## src/rtl/cvt_pkg.sv

```systemverilog
package cvt_pkg;

    typedef enum logic [1:0] {
        ST_IDLE   = 2'd0,
        ST_ARMED  = 2'd1,
        ST_CONV   = 2'd2,
        ST_REJECT = 2'd3
    } cvt_state_e;

endpackage

```

## src/rtl/cvt_seq.sv

```systemverilog
module cvt_seq
    import cvt_pkg::*;
#(
    parameter int MIN_PULSE = 5,
    parameter int MAX_PULSE = 750,
    parameter int CONV_CYC  = 1000,
    parameter int STALE_CYC = 600
) (
    input  logic clk,
    input  logic rst_n,
    input  logic rc_i,
    input  logic cs_n_i,
    output logic busy_o,
    output logic capture_o,
    output logic stale_o
);

    localparam int WW = $clog2(MAX_PULSE + 1);
    localparam int CW = $clog2(CONV_CYC + 1);

    cvt_state_e      state, state_nx;
    logic            rc_q;
    logic            req_fall;
    logic [WW-1:0]   wcnt;
    logic [CW-1:0]   ccnt;
    logic            timer_done;

    assign req_fall   = rc_q & ~rc_i & ~cs_n_i;
    assign timer_done = (ccnt == CW'(CONV_CYC - 1));

    // State register
    always_ff @(posedge clk or negedge rst_n) begin
        if (!rst_n) state <= ST_IDLE;
        else        state <= state_nx;
    end

    // Next-state decode
    always_comb begin
        state_nx = state;
        unique case (state)
            ST_IDLE: begin
                if (req_fall) state_nx = ST_ARMED;
            end
            ST_ARMED: begin
                if (rc_i) begin
                    state_nx = (wcnt >= WW'(MIN_PULSE)) ? ST_CONV : ST_IDLE;
                end else if (wcnt >= WW'(MAX_PULSE)) begin
                    state_nx = ST_REJECT;
                end
            end
            ST_CONV: begin
                if (timer_done) state_nx = ST_IDLE;
            end
            ST_REJECT: begin
                if (rc_i) state_nx = ST_IDLE;
            end
        endcase
    end

    // Strobe history, pulse width and conversion timer
    always_ff @(posedge clk or negedge rst_n) begin
        if (!rst_n) begin
            rc_q <= 1'b1;
            wcnt <= '0;
            ccnt <= '0;
        end else begin
            rc_q <= rc_i;
            if (state == ST_IDLE && req_fall) begin
                wcnt <= WW'(1);
            end else if (state == ST_ARMED && !rc_i && wcnt < WW'(MAX_PULSE)) begin
                wcnt <= wcnt + WW'(1);
            end
            ccnt <= (state == ST_CONV) ? ccnt + CW'(1) : '0;
        end
    end

    // Outputs decoded from state
    always_comb begin
        busy_o    = 1'b1;
        capture_o = 1'b0;
        stale_o   = 1'b0;
        unique case (state)
            ST_CONV: begin
                busy_o    = 1'b0;
                capture_o = timer_done;
                stale_o   = (ccnt >= CW'(STALE_CYC));
            end
            ST_IDLE, ST_ARMED, ST_REJECT: begin
                busy_o = 1'b1;
            end
        endcase
    end

endmodule

```

## src/rtl/cvt_result_reg.sv

```systemverilog
module cvt_result_reg #(
    parameter int DATA_W = 12
) (
    input  logic              clk,
    input  logic              rst_n,
    input  logic              capture_i,
    input  logic [DATA_W-1:0] sample_i,
    output logic [DATA_W-1:0] result_o
);

    always_ff @(posedge clk or negedge rst_n) begin
        if (!rst_n)         result_o <= '0;
        else if (capture_i) result_o <= sample_i;
    end

endmodule

```

## src/rtl/cvt_lane_mux.sv

```systemverilog
module cvt_lane_mux #(
    parameter int               DATA_W = 12,
    parameter int               LANE_W = 8,
    parameter logic [LANE_W-1:0] POISON = 8'hA5
) (
    input  logic              rc_i,
    input  logic              cs_n_i,
    input  logic              byte_sel_i,
    input  logic              stale_i,
    input  logic [DATA_W-1:0] result_i,
    output logic [LANE_W-1:0] lane_a_o,
    output logic [LANE_W-1:0] lane_b_o,
    output logic              lane_oe_o
);

    localparam int LO_W  = DATA_W - LANE_W;
    localparam int PAD_W = LANE_W - LO_W;

    logic [LANE_W-1:0] hi_part, lo_part;

    always_comb begin
        lane_oe_o = rc_i & ~cs_n_i;
        if (stale_i) begin
            hi_part = POISON;
            lo_part = POISON;
        end else begin
            hi_part = result_i[DATA_W-1:LO_W];
            lo_part = {{PAD_W{1'b0}}, result_i[LO_W-1:0]};
        end
        if (!lane_oe_o) begin
            lane_a_o = '0;
            lane_b_o = '0;
        end else if (byte_sel_i) begin
            lane_a_o = lo_part;
            lane_b_o = hi_part;
        end else begin
            lane_a_o = hi_part;
            lane_b_o = lo_part;
        end
    end

endmodule

```

## src/rtl/cvt_port_ctrl.sv

```systemverilog
module cvt_port_ctrl #(
    parameter int                DATA_W    = 12,
    parameter int                LANE_W    = 8,
    parameter int                MIN_PULSE = 5,
    parameter int                MAX_PULSE = 750,
    parameter int                CONV_CYC  = 1000,
    parameter int                STALE_CYC = 600,
    parameter logic [LANE_W-1:0] POISON    = 8'hA5
) (
    input  logic              clk,
    input  logic              rst_n,
    input  logic              rc_i,
    input  logic              cs_n_i,
    input  logic              byte_sel_i,
    input  logic [DATA_W-1:0] sample_i,
    output logic              busy_o,
    output logic [LANE_W-1:0] lane_a_o,
    output logic              lane_a_oe_o,
    output logic [LANE_W-1:0] lane_b_o,
    output logic              lane_b_oe_o
);

    logic              capture;
    logic              stale;
    logic              lane_oe;
    logic [DATA_W-1:0] result_q;

    cvt_seq #(
        .MIN_PULSE (MIN_PULSE),
        .MAX_PULSE (MAX_PULSE),
        .CONV_CYC  (CONV_CYC),
        .STALE_CYC (STALE_CYC)
    ) u_seq (
        .clk       (clk),
        .rst_n     (rst_n),
        .rc_i      (rc_i),
        .cs_n_i    (cs_n_i),
        .busy_o    (busy_o),
        .capture_o (capture),
        .stale_o   (stale)
    );

    cvt_result_reg #(
        .DATA_W (DATA_W)
    ) u_result (
        .clk       (clk),
        .rst_n     (rst_n),
        .capture_i (capture),
        .sample_i  (sample_i),
        .result_o  (result_q)
    );

    cvt_lane_mux #(
        .DATA_W (DATA_W),
        .LANE_W (LANE_W),
        .POISON (POISON)
    ) u_lanes (
        .rc_i       (rc_i),
        .cs_n_i     (cs_n_i),
        .byte_sel_i (byte_sel_i),
        .stale_i    (stale),
        .result_i   (result_q),
        .lane_a_o   (lane_a_o),
        .lane_b_o   (lane_b_o),
        .lane_oe_o  (lane_oe)
    );

    assign lane_a_oe_o = lane_oe;
    assign lane_b_oe_o = lane_oe;

endmodule

```

## config.mk

```make
export PLATFORM = sky130hd
export DESIGN_NAME = cvt_port_ctrl
export DESIGN_NICKNAME = d
export VERILOG_FILES = /design/src/rtl/cvt_pkg.sv /design/src/rtl/cvt_seq.sv /design/src/rtl/cvt_result_reg.sv /design/src/rtl/cvt_lane_mux.sv /design/src/rtl/cvt_port_ctrl.sv
export SDC_FILE = /design/constraint.sdc
export NUM_CORES = 1
export LEC_CHECK = 0
export BUFFER_PORTS_ARGS = -buffer_cell sky130_fd_sc_hd__buf_2
export CAP_MARGIN = 40
export CORE_MARGIN = 1.5
export CORE_UTILIZATION = 44
export DETAILED_ROUTE_END_ITERATION = 10
export PLACE_DENSITY = 0.65
export SLEW_MARGIN = 20
export SYNTH_ARGS = -nofsm -noshare
export SYNTH_HDL_FRONTEND = slang
export SYNTH_SLANG_ARGS = --single-unit
```

## constraint.sdc

```tcl
create_clock -name clk -period 1.94 [get_ports clk]
set_input_delay 0.291 -clock clk [delete_from_list [all_inputs] [get_ports clk]]
set_output_delay 0.291 -clock clk [all_outputs]
set_load 0.01 [all_outputs]
```

After elaboration in Yosys (flattened, before gate mapping). Index checks and enable logic that the tools add are counted.

Input bits: 17. Word-level logic and storage cells: 51. Output and inout port bits: 19. Register bits: 35.

Add/sub/neg operators: 2. Reductions and logical operators: 8. $lt $le $gt $ge: 4. Bitwise logic cells: 5. Multiplexer cells: 19. Eq/ne operators: 8.

Operator list (number): 8-bit 2-to-1 mux (6); 10-bit 2-to-1 mux (3); 10-bit by 1-bit adder with 10-bit output (second input constant) (2); 10-bit >= comparator (second input constant) (2); 2-bit 2-to-1 mux (6); 10-bit equality test (second input constant) (1); 10-bit by 3-bit >= comparator with 1-bit output (second input constant) (1); 10-bit less-than comparator (second input constant) (1); 2-bit one-hot mux with 4 select lines (1); 2-bit equality test (second input constant) (2); 2-bit by 1-bit != test with 1-bit output (second input constant) (2); 4-bit AND reduction (1); 1-bit bitwise AND (3); 1-bit logical AND (3); 3-bit by 2-bit != test with 1-bit output (second input constant) (1); 3-bit OR reduction (1); 2-bit by 1-bit equality test with 1-bit output (second input constant) (1); 2-bit zero test (1); 1-bit 2-to-1 mux (2); 2-bit != test (second input constant) (1); 1-bit NOT (2); 1-bit one-hot mux with 2 select lines (1); 2-bit nonzero test (1); 1-bit zero test (1).

Depth between registers and ports, before layout. Gate-level depths: netlist of the first run.

Depth in word-level cells: 5. Mapped depth: 6. Depth with buffers taken out: 6.

Modules after synthesis. From an unflattened synthesis of the first run, not the netlist that was laid out.

Cells, all modules: 199. Area, all modules: 2073.2 um^2.

By module, submodules not included: cvt_seq (instances 1, cells each 136, sequential area each 576.8 um^2, area each 1333.8 um^2); cvt_result_reg (instances 1, cells each 25, sequential area each 300.3 um^2, area each 484.2 um^2); cvt_lane_mux (instances 1, cells each 37, sequential area each 0.0 um^2, area each 247.7 um^2); cvt_port_ctrl (instances 1, cells each 1, sequential area each 0.0 um^2, area each 7.5 um^2).

Least setup slack after synthesis of the first run. OpenSTA, ideal clock, no wires.

Path type: register -> output. From: register u_seq.ccnt[4]. To: output port lane_a_o[4]. Path slack: 172 ps. Stages on the path, launching flop included: 5. Data required time: 1649 ps. Path buffers: 0. Arrival time: 1477 ps. Cells stage by stage: dfrtp_1 a21o_1 a211o_1 a31o_2 nor3b_1.

Cells in the longest elaborated chain, start to end: 5.

RTL lines: start, declared (line cvt_seq.sv:25) `logic [CW-1:0] ccnt;`; start signal, assigned (line cvt_seq.sv:73) `ccnt <= (state == ST_CONV) ? ccnt + CW'(1) : '0;`; 10-bit >= comparator (line cvt_seq.sv:86) `stale_o = (ccnt >= CW'(STALE_CYC));`; 1-bit 2-to-1 mux (line cvt_seq.sv:82) `unique case (state)`; 8-bit 2-to-1 mux (line cvt_lane_mux.sv:23) `if (stale_i) begin`; 8-bit 2-to-1 mux (line cvt_lane_mux.sv:33) `end else if (byte_sel_i) begin`; 8-bit 2-to-1 mux (line cvt_lane_mux.sv:30) `if (!lane_oe_o) begin`; end, declared (line cvt_port_ctrl.sv:17) `output logic [LANE_W-1:0] lane_a_o,`.

Every way passes these cells.

Final worst setup path of the first run. Ends and elaborated chain as after synthesis.

==> run metrics, run 1 <==
switching share of power=around a fifth; Vias=1591; register area=877.1 um2; worst-skew pair later-pin latency=0.29 ns; Initial DRT Pass Iterations=4; Vias/cell=5.303; relative slew slack=76.00%; commonest register cell after synthesis=dfrtp_1; gr usage total=18.28%; highest routed layer=met4; Hold WS=0.1738 ns; CTS tree=built; diode count=0; Syn Area/Cell=9.928 um2; ys async rst share=100.0%; clock buffer count from CTS=5; CP arrival=1.72 ns; Tcrit/Tclk final=103.9%; Final Setup Violations=2; DRT antenna net count=0; drt first-iter violations=49; Filler cells=414; Root Buffer=clkbuf_8; antenna violations before repair=0; critical path class=reg2out; GRT overflow=0; EDFF count, synth=0; Least-Margin Pin Slew=0.3550 ns; final hold violations=0; maximum fanout along the worst path=8; H-tree depth=2; Syn. warnings=0; die height=70.18 um; Worst-path clk slew=around 0.070 ns; # IOs=36; first-pass GRT wire length=7038 um; most numerous cell in the Yosys netlist=dfrtp_1; drt total wl=3970 um; switching power=288.6 uW; sequential share of power=53.4%; cell row count=24; Logic pwr share=4.6%; number of global-route vias before repair=approximately 1600; clk_skew=between 0.004 and 0.005 ns; max-cap violations=0; met2 routed WL=1930 um; die width=around 70 um; Leak=around 0.0011 uW; Yosys cell types=between 40 and 50; Adder-Cell Fraction of Synth Area=3.781%; Avg WL per Cell=13.23 um; Max VDD drop=0.4883 mV; #FFs+latches synth=35; final setup margin=-0.07566 ns; Pwr per Cell Area=around 560 nW/um2; area of the die=4925 um2; simple-gate share of the synthesized area=23.25%; kind of end point of the critical path=output port; Yosys top cell area share=42.85%; Critical Path RT=1.65 ns; Clock Power Share=42.0%; Internal Power=1082 uW; setup_tns=-0.1221 ns; syn nets=roughly 220; Worst setup SP type=flip-flop; Core ar.=4354 um2; leading area contributor after synthesis=dfrtp_1; xor/xnor cell area share of the yosys netlist=3.088%; GPL Wtd Cong=0.7937; Initial Utilization=between 40% and 50%; status=finished with violations; Clock Sinks=35; Hold WC Path Type=in2reg; area of the multi-input gates=1069 um2; mapped cell area=1986 um2; Fmax=~0.50 GHz; top post-synthesis cells by area=dfrtp_1, mux2_2, mux2i_1; Max Buffers Root-to-Sink=2; largest family of logic cells by synthesized area=simple AND/OR/NAND/NOR gates; Period minus WS final=about 2.0 ns; fin nets=270; RSZ-0062 raised after global routing=yes; PortBufs=35; register area share after synthesis=44.17%; DP HPWL=roughly 2900 um; Remaining DRCs=0; violated checks=negative setup slack; Met3 Wirelength=between 100 and 150 um; Area growth, synth to finish=22.56%; Syn Inst Count=200; share of cells above drive strength 1=31.05%; fin. max-slew vios=0; largest net degree at the start of global routing=36; post-synthesis mux area share=13.36%; met1 wire length=1846 um; Synth Area in Compound Gates=8.759%; Post-synth top cells=dfrtp_1, nand2_1, nor2_1
-- layout by cell type, fill, tap and decap left out, drive strengths merged, types with 2 or more instances in the layout --
master  instances
inv            10
xnor2           5
mux2           12
nor4            2
nor2           17
o21ai           6
buf            45
xor2            2
nand3          10
dfrtp          34
o21a            2
nand2b          3
and2            3
nand2          21
nor4b           5
ha              6
a21oi          13
mux2i          13
or3             2
clkbuf          8
and3            2
nor3            6
nor3b           5
-- area by class of cell --
| type | count | area share [%] |
|---|---|---|
| Timing Repair Buffer | 46 | 11.72 |
| Sequential cell | 35 | 36.04 |
| Tap cell | 52 | 2.674 |
| Multi-Input combinational cell | 149 | 43.91 |
| Inverter | 10 | 1.542 |
| Clock buffer | 8 | 4.113 |
-- cell families (layout without fill, tap and decap cells) --
logic type | count (synthesis) | count (layout)
AOI/OAI and AO/OA | 29 | 29
buffers and inverters | 16 | 64
muxes | 25 | 25
and+or+nand+nor | 82 | 82
DFF | 35 | 35
adders and majority gates | 6 | 6
xor gates and xnor gates | 7 | 7
-- flip-flops by register name, indices dropped and copies added (netlist names) --
name               flops
u_result.result_o     12
u_seq.ccnt            10
u_seq.rc_q             1
u_seq.state            2
u_seq.wcnt            10
-- power groups by stage --
stage	sequential (uW)	clock [uW]	combinational (uW)
after CTS	731	600	64.8
after detailed placement	745	0	61.4
after global routing	731	626	71.3
after global placement	745	0	60.1
after floorplan	745	0	20.4
final	732	576	63.4
-- per-stage QoR --
| stage | setup WS [ns] | power (uW) | area (um2) | utilization [%] | instances |
|---|---|---|---|---|---|
| after floorplan | 0.1719 | 765.9 | 1986 | - | 200 |
| after global placement | 0.1312 | 805.4 | 2277 | 52.30 | 289 |
| after detailed placement | 0.1263 | 806.7 | 2277 | 52.30 | 289 |
| after CTS | -0.06933 | 1396 | 2414 | 55.43 | 299 |
| after global routing | -0.1169 | 1428 | 2434 | 55.89 | 300 |
| final | -0.07566 | 1371 | 2434 | 55.89 | 300 |
-- critical path: stages, from the launching register on --
cell and delay [ns]:
dfrtp_1 0.38, a21o_1 0.18, a211o_1 0.28, a31o_4 0.27, nor3b_2 0.17, buf_2 0.15
-- repair_timing --
action	4_1_cts	5_1_grt
endpoints found under the hold margin	34	0
buffers inserted	1	1
hold buffers	1	0
endpoints found under the setup margin	16	16
pin swaps	8	3
resized for setup	3	2
-- routing by layer --
layer,global-route usage [%],up-vias
li1,-,797
met1,23.05,762
met2,30.26,25
met3,4.040,7
met4,7.692,0
met5,0,-
-- final timing paths --
kind,from,end,slack [ns],cells after the start
min in group asynchronous,rst_n,u_seq.ccnt[2],0.49,3
worst max register to register,u_seq.state[1],u_result.result_o[7],0.19,5
max in group asynchronous,rst_n,u_seq.rc_q,1.21,3
worst min register to register,u_seq.ccnt[0],u_seq.ccnt[0],0.49,1
worst min-delay path,rc_i,u_seq.rc_q,0.17,1
worst max-delay path,u_seq.ccnt[4],lane_a_o[4],-0.08,5
No activity file was read; power rests on OpenSTA's default activity.
==> inputs of run 2 (changes only) <==
==> constraint.sdc (replaced) <==
create_clock -name clk -period 1.94 [get_ports clk]
set_input_delay 0.291 -clock clk [delete_from_list [all_inputs] [get_ports clk]]
set_output_delay 0.291 -clock clk [all_outputs]
set_load 0.005 [all_outputs]
==> run metrics, run 2 (synthesized netlist as in run 1, its figures left out) <==
Core ar.=4354 um2 (unchanged); Final Setup Violations=12 (+10); Initial Utilization=45.60% (unchanged); Hold WC Path Type=in2reg; DP HPWL=2880 um (-0.74%); Vias=1582 (-0.57%); final hold violations=0 (unchanged); PortBufs=35 (unchanged); maximum fanout along the worst path=8 (unchanged); max-cap violations=0 (unchanged); critical path class=reg2out; GRT overflow=0 (unchanged); Fmax=0.4996 GHz (+0.71%); Root Buffer=clkbuf_8; drt first-iter violations=98 (+100%); violated checks=negative setup slack; antenna violations before repair=0 (unchanged); share of cells above drive strength 1=31.33% (+0.28 points); Clock Sinks=35 (unchanged); Filler cells=385 (-7.0%); clock buffer count from CTS=5 (unchanged); Area growth, synth to finish=22.94%; Hold WS=0.1706 ns (-0.003173 ns); die width=70.18 um (unchanged); Max VDD drop=0.4592 mV (-6.0%); final std cell area, no fill=2441 um2 (+0.31%); die height=70.18 um (unchanged); gr usage total=18.15% (-0.13 points); most frequent cells in the layout=buf_2, dfrtp_1, nand2_1, nor2_1; DP Area=2242 um2 (-1.5%); switching power=294.3 uW (+2.0%); status=finished with violations; first-pass GRT wire length=7182 um (+2.0%); Internal Power=1084 uW (+0.12%); area of the die=4925 um2 (unchanged); worst-skew pair later-pin latency=0.29 ns (about the same); max reg flops=12 (unchanged); sequential share of power=53.1% (-0.3 points); drt total wl=4113 um (+3.6%); most common cell after layout, fill and taps aside=buf_2; kind of end point of the critical path=output port; Leak=0.001151 uW (+0.77%); Period minus WS final=2.001 ns (-0.01426 ns); Top reg by flops=u_result.result_o; area of the multi-input gates=1061 um2 (-0.70%); relative slew slack=74.81% (-1.2 points); CTS tree=built; Max Buffers Root-to-Sink=2 (unchanged); Tcrit/Tclk final=103.2% (-0.73 points); # IOs=36 (unchanged); Slowest-stage cell, CP=dfrtp_1; Least-Margin Pin Slew=0.3779 ns (+0.02285 ns); Largest stage delay, worst path=0.39 ns (about the same); Initial DRT Pass Iterations=4 (unchanged); Worst setup SP type=flip-flop; cell row count=24 (unchanged); Worst-path clk slew=0.07 ns (about the same); register area=877.1 um2 (unchanged); RSZ-0062 raised after global routing=yes; Critical Path RT=1.65 ns (about the same); switching share of power=21.36% (+0.31 points); Logic pwr share=4.7% (about the same); fin. max-slew vios=0 (unchanged); final setup margin=-0.06141 ns (+0.01426 ns); CP arrival=1.71 ns (about the same); Vias/cell=5.256 (-0.90%); clk_skew=0.006353 ns (+0.001945 ns); largest net degree at the start of global routing=36 (unchanged); GPL Wtd Cong=0.8049 (+1.4%); H-tree depth=2 (unchanged); diode count=0 (unchanged); critical-path cell list=a21o_1 -> a211o_1 -> a31o_4 -> nor3b_2 -> buf_2; Pwr per Cell Area=564.5 nW/um2 (+0.21%); DRT antenna net count=0 (unchanged); number of global-route vias before repair=1547 (-0.58%); biggest regs=u_result.result_o x12, u_seq.ccnt x10, u_seq.wcnt x10; fin nets=271 (+0.37%); Avg WL per Cell=13.66 um (+3.3%); Clock Power Share=42.2% (+0.2 points); Remaining DRCs=0 (unchanged)
[run 2: changes by cell type in the layout (fill, tap and decap cells not counted), sizes merged]
| cell | change |
|---|---|
| buf | +1 |
[run 2: power groups by stage]
stage	sequential, uW	clock [uW]	combinational, uW
3_3_place_gp	745	0	54.7
6_report	732	582	64.4
5_1_grt	731	629	71.9
4_1_cts	731	596	57.5
3_5_place_dp	745	0	55.4
2_1_floorplan	745	0	19.6
[run 2: worst max-delay path: cells and delay by family, from the launching register on]
family          cells  cell delay [ns]
compound gates      3             0.74
flops               1             0.39
buf+inv             1             0.13
simple gates        1             0.15
[run 2: final cells by class]
class | count | area share [%]
flip-flops and latches | 35 | 35.93
inverters | 10 | 1.538
repair buffers | 47 | 12.30
well taps | 52 | 2.665
clock buffers | 8 | 4.100
multi-input cells | 149 | 43.47
[run 2: stage by stage]
stage          cells  utilization [%]  setup slack [ns]  TNS [ns]  total power [uW]
2_1_floorplan    200                -            0.2791         0             765.1
3_3_place_gp     286            51.49            0.1456         0             800.0
3_5_place_dp     286            51.49            0.1130         0             800.8
4_1_cts          298            54.91          -0.06587   -0.1794              1385
5_1_grt          301            56.06           -0.1247    -1.426              1432
6_report         301            56.06          -0.06141   -0.3358              1378
[run 2: final timing paths]
check	from	end	slack, ns	cells after the start
worst max-delay path	u_seq.ccnt[4]	lane_a_o[6]	-0.06	5
worst min-delay path	rc_i	u_seq.rc_q	0.17	1
worst max register to register	u_seq.ccnt[4]	u_result.result_o[10]	0.20	6
worst min register to register	u_seq.ccnt[0]	u_seq.ccnt[0]	0.49	1
max in group asynchronous	rst_n	u_seq.rc_q	0.98	3
min in group asynchronous	rst_n	u_seq.wcnt[2]	0.45	2
[run 2: repair_timing]
item / in CTS / in global routing
resized for setup: 3 / 1
pin swaps: 3 / 1
buffers inserted: 4 / 1
cloned: 0 / 0
endpoints found under the hold margin: 0 / 13
hold buffers: 0 / 1
setup endpoints to repair: 16 / 16
[run 2: routing by layer]
metal,GRT usage [%],up-vias,wire [um],part of all wire (%)
met5,0,-,0,0
met4,6.410,0,46,1.1
met3,4.040,5,109,2.7
met2,28.04,20,1978,48
met1,25.19,758,1978,48
li1,-,799,-,-
==> inputs of run 3 (changes only) <==
Settings changed: SYNTH_HIERARCHICAL set to 1.
==> run metrics, run 3 <==
status=finished with violations; violated checks=design-rule violations, negative setup slack; Core ar.=4444 um2 (+2.1%); register area share after synthesis=42.31% (-1.9 points); critical-path cell list=nand2_2 -> nand2b_1 -> a211oi_2 -> nor3b_2 -> or3b_4 -> nor3b_2 -> buf_2; final setup margin=-0.1780 ns (-0.1166 ns); Period minus WS final=2.118 ns (+0.1166 ns); RSZ-0062 raised after global routing=yes; Tcrit/Tclk final=109.2% (+6.0 points); maximum fanout along the worst path=6 (-2); #FFs+latches synth=35 (unchanged); Least-Margin Pin Slew=0.4510 ns (+0.07311 ns); fin nets=276 (+1.8%); Max Buffers Root-to-Sink=2 (unchanged); cts hold-fix bufs=0 (unchanged); clk_skew=0.007940 ns (+0.001587 ns); worst-skew pair later-pin latency=0.29 ns (about the same); gr usage total=17.88% (-0.27 points); Fmax=0.4721 GHz (-5.5%); first-pass GRT wire length=7107 um (-1.0%); Setup crit start=u_seq/ccnt[4]; Initial DRT Pass Iterations=9 (+5); Placement Setup Slack=-0.05963 ns (-0.1726 ns); Vias/cell=5.395 (+2.7%); number of global-route vias before repair=1534 (-0.84%); Syn Area/Cell=10.42 um2 (+4.9%); relative slew slack=69.93% (-4.9 points); # IOs=36 (unchanged); DP Area=2397 um2 (+6.9%); most numerous cell in the Yosys netlist=dfrtp_1; met2 routed WL=2089 um (+5.6%); area of the die=5133 um2 (+4.2%); Clock Sinks=35 (unchanged); Crit path top cell by count=nor3b_2; top post-synthesis cells by area=dfrtp_1, mux2_4, mux2i_1; drt total wl=4293 um (+4.4%); CP arrival=1.83 ns (+0.12 ns); most common cell after layout, fill and taps aside=buf_2; fin. max-slew vios=0 (unchanged); commonest register cell after synthesis=dfrtp_1; Initial Utilization=46.65% (+1.0 points); Syn. warnings=6 (+6); DP HPWL=3016 um (+4.7%); ys async rst share=100.0% (unchanged); diode count=0 (unchanged); Largest stage delay, worst path=0.44 ns (+0.05 ns); largest net degree at the start of global routing=36 (unchanged); Worst-path clk slew=0.07 ns (about the same); Yosys top cell area share=41.04% (-1.8 points); DRT antenna net count=0 (unchanged); leading area contributor after synthesis=dfrtp_1; CTS tree=built; biggest regs=u_result/result_o x12, u_seq/ccnt x10, u_seq/wcnt x10; critical path class=reg2out; Avg WL per Cell=14.03 um (+2.7%); Worst setup SP type=flip-flop; Pwr per Cell Area=708.0 nW/um2 (+25%); Max VDD drop=0.4312 mV (-6.1%); final hold violations=0 (unchanged); share of cells above drive strength 1=40.16% (+8.8 points); die width=71.65 um (+2.1%); H-tree depth=2 (unchanged); Vias=1651 (+4.4%); final std cell area, no fill=2566 um2 (+5.1%); Area growth, synth to finish=23.78%; Top reg by flops=u_result/result_o; Final Setup Violations=16 (+4); setup_tns=-1.191 ns (-0.8553 ns); PortBufs=35 (unchanged); Remaining DRCs=1 (+1); drt first-iter violations=65 (-34%); EDFF count, synth=0 (unchanged); kind of end point of the critical path=output port; Yosys cell types=48 (+6.7%); Syn Inst Count=199 (-0.50%); highest routed layer=met4; Hold WC Path Type=in2async; Slowest-stage cell, CP=or3b_4; die height=71.65 um (+2.1%); Leak=0.001197 uW (+4.0%); Critical Path RT=1.65 ns (about the same); Crit Reg-Reg Startpoint=u_seq/ccnt[1]; cell row count=24 (unchanged); mapped cell area=2073 um2 (+4.4%); max reg flops=12 (unchanged); max-cap violations=0 (unchanged); GPL Wtd Cong=0.8340 (+3.6%); syn nets=222 (-0.45%); most frequent cells in the layout=buf_2, dfrtp_1, buf_4, nor2_1, nand2_1; Met3 Wirelength=140 um (+28%); Root Buffer=clkbuf_8; GRT overflow=0 (unchanged); Post-synth top cells=dfrtp_1, nor2_1, nand2_1; antenna violations before repair=0 (unchanged); clock buffer count from CTS=5 (unchanged); total power=1817 uW (+32%); met1 wire length=2008 um (+1.5%)
## run 3: critical path, delay by kind of cell, from the launching register on
kind	cells	cell delay, ns
AO/OA/AOI/OAI	1	0.21
buffers and inverters	1	0.13
flip-flops	1	0.39
AND/OR/NAND/NOR	5	0.82
## run 3: where the power goes
group          internal [uW]  switching (uW)  total [uW]
Sequential               790            65.1         855
Combinational            191             230         421
Clock                    286             254         541
Total                   1270             549        1820
## run 3: layer usage
metal,vias to the layer above,global-route usage [%]
li1,820,-
met1,801,23.57
met2,23,27.98
met3,7,5.485
met4,0,6.080
met5,-,0
## run 3: per-stage QoR
stage | hold WS (ns) | cells | util [%]
6_report | 0.02794 | 306 | 57.74
5_1_grt | 0.06437 | 306 | 57.74
4_1_cts | 0.04434 | 303 | 56.73
3_5_place_dp | 0.3581 | 294 | 53.94
3_3_place_gp | 0.3547 | 294 | 53.94
2_1_floorplan | -0.004591 | 199 | -
## run 3: cell families (layout without fill, tap and decap cells)
family / count (synthesis) / count (layout) / share of synthesized area [%]
buf+inv: 18 / 73 / 5.190
mux: 23 / 23 / 13.64
fa+ha+maj: 6 / 6 / 3.621
flops: 35 / 35 / 42.31
compound gates: 36 / 36 / 12.43
xor+xnor: 6 / 6 / 2.535
simple gates: 75 / 75 / 20.28
## run 3: final cells by class
class | count | area [um2]
clock buffer | 7 | 86.33
clock inverter | 1 | 5.005
fill | 397 | 1878
inverter | 8 | 33.78
multi-input combinational | 146 | 1146
sequential | 35 | 877.1
tap | 52 | 65.06
timing repair buffer | 57 | 352.8
## run 3: path summary, 6_finish.rpt
kind                                   endpoint  slack, ns  cells past startpoint
setup / recovery                    lane_a_o[4]      -0.18                      7
hold / removal                    u_seq/ccnt[7]       0.03                      2
setup reg to reg           u_result/result_o[7]       0.06                      6
hold reg to reg                   u_seq/ccnt[0]       0.53                      2
max in group asynchronous            u_seq/rc_q       1.56                      2
min in group clk                     u_seq/rc_q       0.19                      1
## run 3: repair_timing
item | CTS | global route
setup endpoints to repair | 14 | 26
gates cloned | 0 | 0
gates resized for setup | 6 | 6
buffers inserted | 1 | 3
pin swaps | 8 | 1
